--- src/rtl/onfi_chk_pkg.sv ---
package onfi_chk_pkg;
  localparam int PAGE_LEN   = 256;
  localparam int IDX_W      = $clog2(PAGE_LEN);
  localparam int CRC_SPAN   = PAGE_LEN - 2;
  localparam int CRC_LO_AT  = CRC_SPAN;
  localparam int CRC_HI_AT  = CRC_SPAN + 1;
  localparam int SIG_LEN    = 4;
  localparam int FEAT_AT    = 6;
  localparam int PGSZ_AT    = 80;
  localparam int PPB_AT     = 92;
  localparam int BPL_AT     = 96;
  localparam int LUNS_AT    = 100;
  localparam int ECC_AT     = 112;
  localparam logic [15:0] CRC_SEED  = 16'h4F4E;
  localparam logic [15:0] CRC_POLY  = 16'h8005;
  localparam logic [7:0]  ECC_NONE  = 8'hFF;
  localparam logic [9:0]  ECC_CHUNK = 10'd512;

  // Expected signature character at position i.
  function automatic logic [7:0] sig_char(input int unsigned i);
    case (i)
      0:       sig_char = 8'h4F;
      1:       sig_char = 8'h4E;
      2:       sig_char = 8'h46;
      default: sig_char = 8'h49;
    endcase
  endfunction

  // One byte of CRC, MSB first, eight unrolled bit steps.
  function automatic logic [15:0] crc_byte(input logic [15:0] c_in,
                                           input logic [7:0]  d,
                                           input logic [15:0] poly);
    logic [15:0] r;
    r = c_in;
    for (int k = 7; k >= 0; k--) begin
      logic fb;
      fb = r[15] ^ d[k];
      r  = {r[14:0], 1'b0};
      if (fb) r = r ^ poly;
    end
    return r;
  endfunction

  // Drop a byte into a 32-bit little-endian word when idx is inside it.
  function automatic logic [31:0] le_put(input logic [31:0] w,
                                         input int unsigned idx,
                                         input int unsigned base,
                                         input logic [7:0]  d);
    logic [31:0] r;
    r = w;
    for (int k = 0; k < 4; k++) begin
      if (idx == base + k) r[8*k +: 8] = d;
    end
    return r;
  endfunction
endpackage

--- src/rtl/onfi_field_grab.sv ---
module onfi_field_grab
  import onfi_chk_pkg::*;
#(
  parameter int IW = IDX_W
) (
  input  logic          clk,
  input  logic          rst_n,
  input  logic          start,
  input  logic          accept,
  input  logic [IW-1:0] cur_idx,
  input  logic [7:0]    byte_in,
  output logic          sig_good,
  output logic          bus16,
  output logic [31:0]   page_bytes,
  output logic [31:0]   blk_pages,
  output logic [31:0]   lun_blocks,
  output logic [7:0]    lun_cnt,
  output logic [7:0]    ecc_raw
);
  int unsigned ix;
  assign ix = int'(cur_idx);

  always_ff @(posedge clk or negedge rst_n) begin
    if (!rst_n) begin
      sig_good   <= 1'b0;
      bus16      <= 1'b0;
      page_bytes <= '0;
      blk_pages  <= '0;
      lun_blocks <= '0;
      lun_cnt    <= '0;
      ecc_raw    <= ECC_NONE;
    end else if (accept) begin
      if (start) begin
        sig_good   <= (byte_in == sig_char(0));
        bus16      <= 1'b0;
        page_bytes <= '0;
        blk_pages  <= '0;
        lun_blocks <= '0;
        lun_cnt    <= '0;
        ecc_raw    <= ECC_NONE;
      end else begin
        if (ix < SIG_LEN && byte_in != sig_char(ix)) sig_good <= 1'b0;
        if (ix == FEAT_AT) bus16   <= byte_in[0];
        if (ix == LUNS_AT) lun_cnt <= byte_in;
        if (ix == ECC_AT)  ecc_raw <= byte_in;
        page_bytes <= le_put(page_bytes, ix, PGSZ_AT, byte_in);
        blk_pages  <= le_put(blk_pages,  ix, PPB_AT,  byte_in);
        lun_blocks <= le_put(lun_blocks, ix, BPL_AT,  byte_in);
      end
    end
  end

  // captured geometry is frozen between accepted bytes
  assert_fields_idle_R3: assert property (@(posedge clk) disable iff (!rst_n)
    !accept |=> ($stable(page_bytes) && $stable(lun_cnt) && $stable(ecc_raw)));
  // a signature mismatch is never undone within the page
  assert_sig_sticky_R7: assert property (@(posedge clk) disable iff (!rst_n)
    (!sig_good && !start) |=> !sig_good);
endmodule

--- config.mk ---
export PLATFORM = sky130hd
export DESIGN_NAME = onfi_field_grab
export DESIGN_NICKNAME = d
export VERILOG_FILES = /design/src/rtl/onfi_chk_pkg.sv /design/src/rtl/onfi_field_grab.sv
export SDC_FILE = /design/constraint.sdc
export NUM_CORES = 1
export LEC_CHECK = 0
export BUFFER_PORTS_ARGS = -buffer_cell sky130_fd_sc_hd__buf_2
export CORE_UTILIZATION = 52
export CTS_CLUSTER_DIAMETER = 40
export DETAILED_ROUTE_END_ITERATION = 16
export GPL_ROUTABILITY_DRIVEN = 0
export HOLD_SLACK_MARGIN = 0.08
export MAX_ROUTING_LAYER = met4
export PLACE_DENSITY_LB_ADDON = 0.05
export SYNTH_ARGS = -nofsm -noshare
export SYNTH_HDL_FRONTEND = slang
export SYNTH_SLANG_ARGS = --single-unit
--- constraint.sdc ---
create_clock -name clk -period 1.1 [get_ports clk]
set_clock_uncertainty 0.15 [all_clocks]
set_input_delay 0.165 -clock clk [delete_from_list [all_inputs] [get_ports clk]]
set_output_delay 0.165 -clock clk [all_outputs]
set_load 0.005 [all_outputs]
## Word level (Yosys, flattened, before mapping)

Cells that the tools add are included.
W data, S select, Z words.

| storage, ports and cells | value |
|---|---|
| flip-flop bits (word level) | 114 |
| input port bits | 20 |
| logic and storage cells | 96 |

| operators by class | value |
|---|---|
| $lt $le $gt $ge | 1 |
| equality and inequality tests | 19 |
| mux-type cells | 26 |
| reduce and logical (&&, ||, !) cells | 34 |

Operator list:

| operator | count |
|---|---|
| $mux W8 | 18 |
| $eq A8 B7 Y1 const B | 15 |
| $mux W32 | 3 |
| $logic_not A32 Y1 | 1 |
| $reduce_and A2 Y1 | 16 |
| $reduce_bool A2 Y1 | 16 |
| $pmux W4 S3 | 1 |
| $eq A8 B1 Y1 const B | 1 |
| $eq A8 B2 Y1 const B | 1 |
| $eq A8 B3 Y1 const B | 1 |
| $lt A8 B3 Y1 const B | 1 |
| $ne A8 B8 Y1 | 1 |
| $mux W1 | 4 |
| $logic_and A1 B1 Y1 | 1 |

## Depth between registers and ports, before layout

| depth | value |
|---|---|
| word-level depth | 8 |
| gate-level depth with buffers | 6 |
| mapped depth without buffers | 4 |

## Worst setup path after synthesis

Ideal clock, no wire load.

| timing path | value |
|---|---|
| kind | input to register |
| from | input accept |
| to | register lun_blocks[10] |
| library setup time | 0.128 ns |
| data arrival time | 1.317 ns |
| required time | 0.822 ns |
| path slack | -0.494 ns |
| stages on the path | 5 |
| path buffers | 3 |
| path through | clkbuf_1 clkbuf_1 nor2b_1 buf_2 mux2_1 |

| between the ends | value |
|---|---|
| cells in the longest elaborated chain, start to end | 1 |

Ends and longest elaborated chain:

| item | line | source |
|---|---|---|
| from (decl) | onfi_field_grab.sv:9 | `input logic accept,` |
| $reduce_and A2 Y1 (no line) | n/a |  |
| to (signal assigned) | onfi_field_grab.sv:48 | `lun_blocks <= le_put(lun_blocks, ix, BPL_AT, byte_in);` |
| to (decl) | onfi_field_grab.sv:16 | `output logic [31:0] lun_blocks,` |

No other way between the ends.
A chain may end at the register's enable or synchronous reset.

## Final worst setup path

| timing path | value |
|---|---|
| from | register ecc_raw[4] |
| to | output ecc_raw[4] |

RTL lines:

| item | line | source |
|---|---|---|
| from (decl) | onfi_field_grab.sv:18 | `output logic [7:0] ecc_raw` |
| from (signal assigned) | onfi_field_grab.sv:45 | `if (ix == ECC_AT) ecc_raw <= byte_in;` |

No word-level cell between the ends.

==> flow_summary.ini <==
[status]
outcome = finished, violations left
violations = hold timing, setup timing

[pwr]
intPower_w = 0.009187
p_total_w = 0.01254
seqPwrFrac_pct = 38.6
netSwitchingFraction_pct = 26.74
irDropWorstVdd_uv = 1554
p_clk_share_pct = 43.2
combPwrFrac_pct = 18.2
p_leak_nw = 4.309
powerDensity_nw_per_um2 = 1581
switchingPower_w = 0.003353

[sta]
finalHoldViolCount = 1
min_period_ns = 1.476
setup-violations-final = 226
slew_headroom_pct = 66.17
clock.fmax_mhz = 677.6
worst_slack_ns = -0.3759
rsz0062_at_grt = true
fin_crit_sh_pct = 134.2
holdWs_ns = -0.05252
worstMarginPinSlew_ns = 0.5032
fin_tns_setup_ns = -38.88
maxSlewViolCount = 0

[synthesis]
synth_async_sr_flop_share_pct = 100.0
ys_seq_area_share_pct = 60.51
synth.distinct_cells = 41
syn-mean-instance-area_sq_um = 13.75
postSynthNetCount = 364
ys_ff_latch = 114
synth_edf_count = 0
ys_warn_count = 0
synth_ff_type = dfrtp_1
syn-cell-area_sq_um = 4731
syn_inst = 344

[placed_design]
io_buffer_count = 133
postPlaceCellArea_sq_um = 6233
place_hpwl_um = 8566

[worst_setup_path]
critPathTopFamily = flip-flops
crit_required_ns = 0.78
crit_arrival_ns = 1.16
critPathSlowestCell = dfstp_2
endpoint_kind = primary output
path_class = reg2out
crit_chain = buf_2
cp_max_fo = 2
startpoint_type = register
crit_buf_inv = 1
cp_slowest_stage_delay_ns = 0.54

[clock_network]
cts_buffers = 17
clockBufferDepth = 2
cts.htree.levels = 4
cts_tree = built
cts_num_sinks = 114
ctsRootBufferMaster = clkbuf_8
cts.clk_slew.worst_paths_ns = 0.06
clock_latency_ns = 0.51

[floorplanning]
dieArea_sq_um = 9483
die_h_um = 97.38
io_pins = 134
start_util_pct = 53.98
num_rows = 34
core_area_sq_um = 8763
dieWidth_um = 97.38

[drt]
via_count = 4265
ant_nets = 0
avgViaCountPerCell = 5.597
drt-total-wl_um = 16790
wl_per_cell_um = 22.04
drt_iter0_markers = 258
drc = 0
first_pass_iters = 4

[layout]
fin_nets = 661
mostFrequentLayoutCells = buf_4, buf_2, dfrtp_1
drive_above_1_share_pct = 66.97
design_area_sq_um = 7931
diodes = 0
mostFrequentLayoutCell = buf_4
syn_to_final_growth_pct = 67.65
fillerInstances = 344

[min_path]
min_path_type = in2reg

[global_route]
grt_pass1_wl_um = 22580
grt_pass1_vias = 4149
grt_max_degree = 72
antenna_found_initial = 0
grt_overflow = 0
gr-usage-all-layers_pct = 32.22

[flow_run]
cap_violations = 0
[state kept, by name (all words and copies together), names as in the netlist]
register,count
blk_pages,32
bus16,1
ecc_raw,8
lun_blocks,32
lun_cnt,8
page_bytes,32
sig_good,1
[worst reg2reg max path, cell delays in order (launching register included)]
cell and delay (ns):
dfrtp_1 0.40, buf_4 0.14, buf_4 0.13, mux2_4 0.27
[path summary, 6_finish.rpt]
path                                            startpoint                          to  slack (ns)  depth (start not counted)
worst max-delay path                ecc_raw[4]$_DFFE_PN1P_                  ecc_raw[4]       -0.38                          1
worst min-delay path                            byte_in[1]        sig_good$_DFFE_PN0P_       -0.05                          4
worst max register to register  page_bytes[23]$_DFFE_PN0P_  page_bytes[23]$_DFFE_PN0P_       -0.10                          3
worst min register to register      ecc_raw[7]$_DFFE_PN1P_      ecc_raw[7]$_DFFE_PN1P_        0.32                          2
max in group asynchronous                            rst_n  page_bytes[20]$_DFFE_PN0P_        0.42                          3
min in group asynchronous                            rst_n    blk_pages[4]$_DFFE_PN0P_        0.02                          3
[cells by family after synthesis]
logic type / Yosys count / synth area share, %
flops: 114 / 60.51
mux: 81 / 19.04
simple gates: 59 / 8.093
compound gates: 55 / 9.204
buf+inv: 35 / 3.147
[power by group through the flow]
stage | registers [W] | logic (W) | clock network, W
finish | 0.00484 | 0.00229 | 0.00542
global placement | 0.00487 | 0.00164 | 0
CTS | 0.00480 | 0.00203 | 0.00534
detailed placement | 0.00487 | 0.00168 | 0
floorplan | 0.00489 | 0.000820 | 0
global route | 0.00486 | 0.00241 | 0.00564
[cells in the mapped netlist (all sizes together), types with 2 or more instances]
cell type,count,area share (%)
a21oi,7,0.82
a22o,32,5.9
a31oi,5,0.66
a41o,2,0.42
a41oi,2,0.37
and3,4,0.53
and4bb,2,0.53
buf,12,1.3
clkbuf,13,1.0
dfrtp,106,56
dfstp,8,4.4
inv,10,0.79
mux2,72,17
mux2i,9,1.9
nand2,4,0.37
nand3,2,0.32
nor2,13,1.1
nor2b,20,2.6
nor3,4,0.53
nor3b,2,0.53
nor4,2,0.40
o21ai,3,0.32
[layer usage]
layer	GRT usage, %	wire length, um	vias to the layer above
met2	51.91	8809	212
met3	6.115	910	44
met5	-	0	-
met1	41.01	6517	2179
li1	-	-	1830
met4	11.54	554	0
[metrics by stage]
stage | utilization [%] | instances | setup slack, ns | hold slack [ns]
2_1_floorplan | - | 344 | -0.3927 | -0.2806
4_1_cts | 86.09 | 726 | -0.3831 | -0.09205
5_1_grt | 90.51 | 762 | -0.4036 | -0.05120
6_report | 90.51 | 762 | -0.3759 | -0.05252
3_3_place_gp | 71.13 | 621 | -0.6638 | 0.01556
3_5_place_dp | 71.13 | 621 | -0.6944 | 0.01877
[area by class of cell]
cell class / instances / area, sq um / share of cell area [%]
clock buffers: 17 / 414.1 / 5.222
clock inverters: 15 / 158.9 / 2.003
inverters: 10 / 37.54 / 0.4733
multi-input cells: 195 / 2171 / 27.37
flip-flops and latches: 114 / 2863 / 36.09
well taps: 108 / 135.1 / 1.704
repair buffers: 303 / 2152 / 27.13
[timing repair]
action                     in CTS  in global routing
hold buffers                   12                  2
setup endpoints to repair     219                215
pin swaps                      12                 24
setup buffers                  61                 37
cloned                          1                  0
hold endpoints to repair      129                 38
resized for setup              39                 28
No activity file was read; power rests on OpenSTA's default activity.
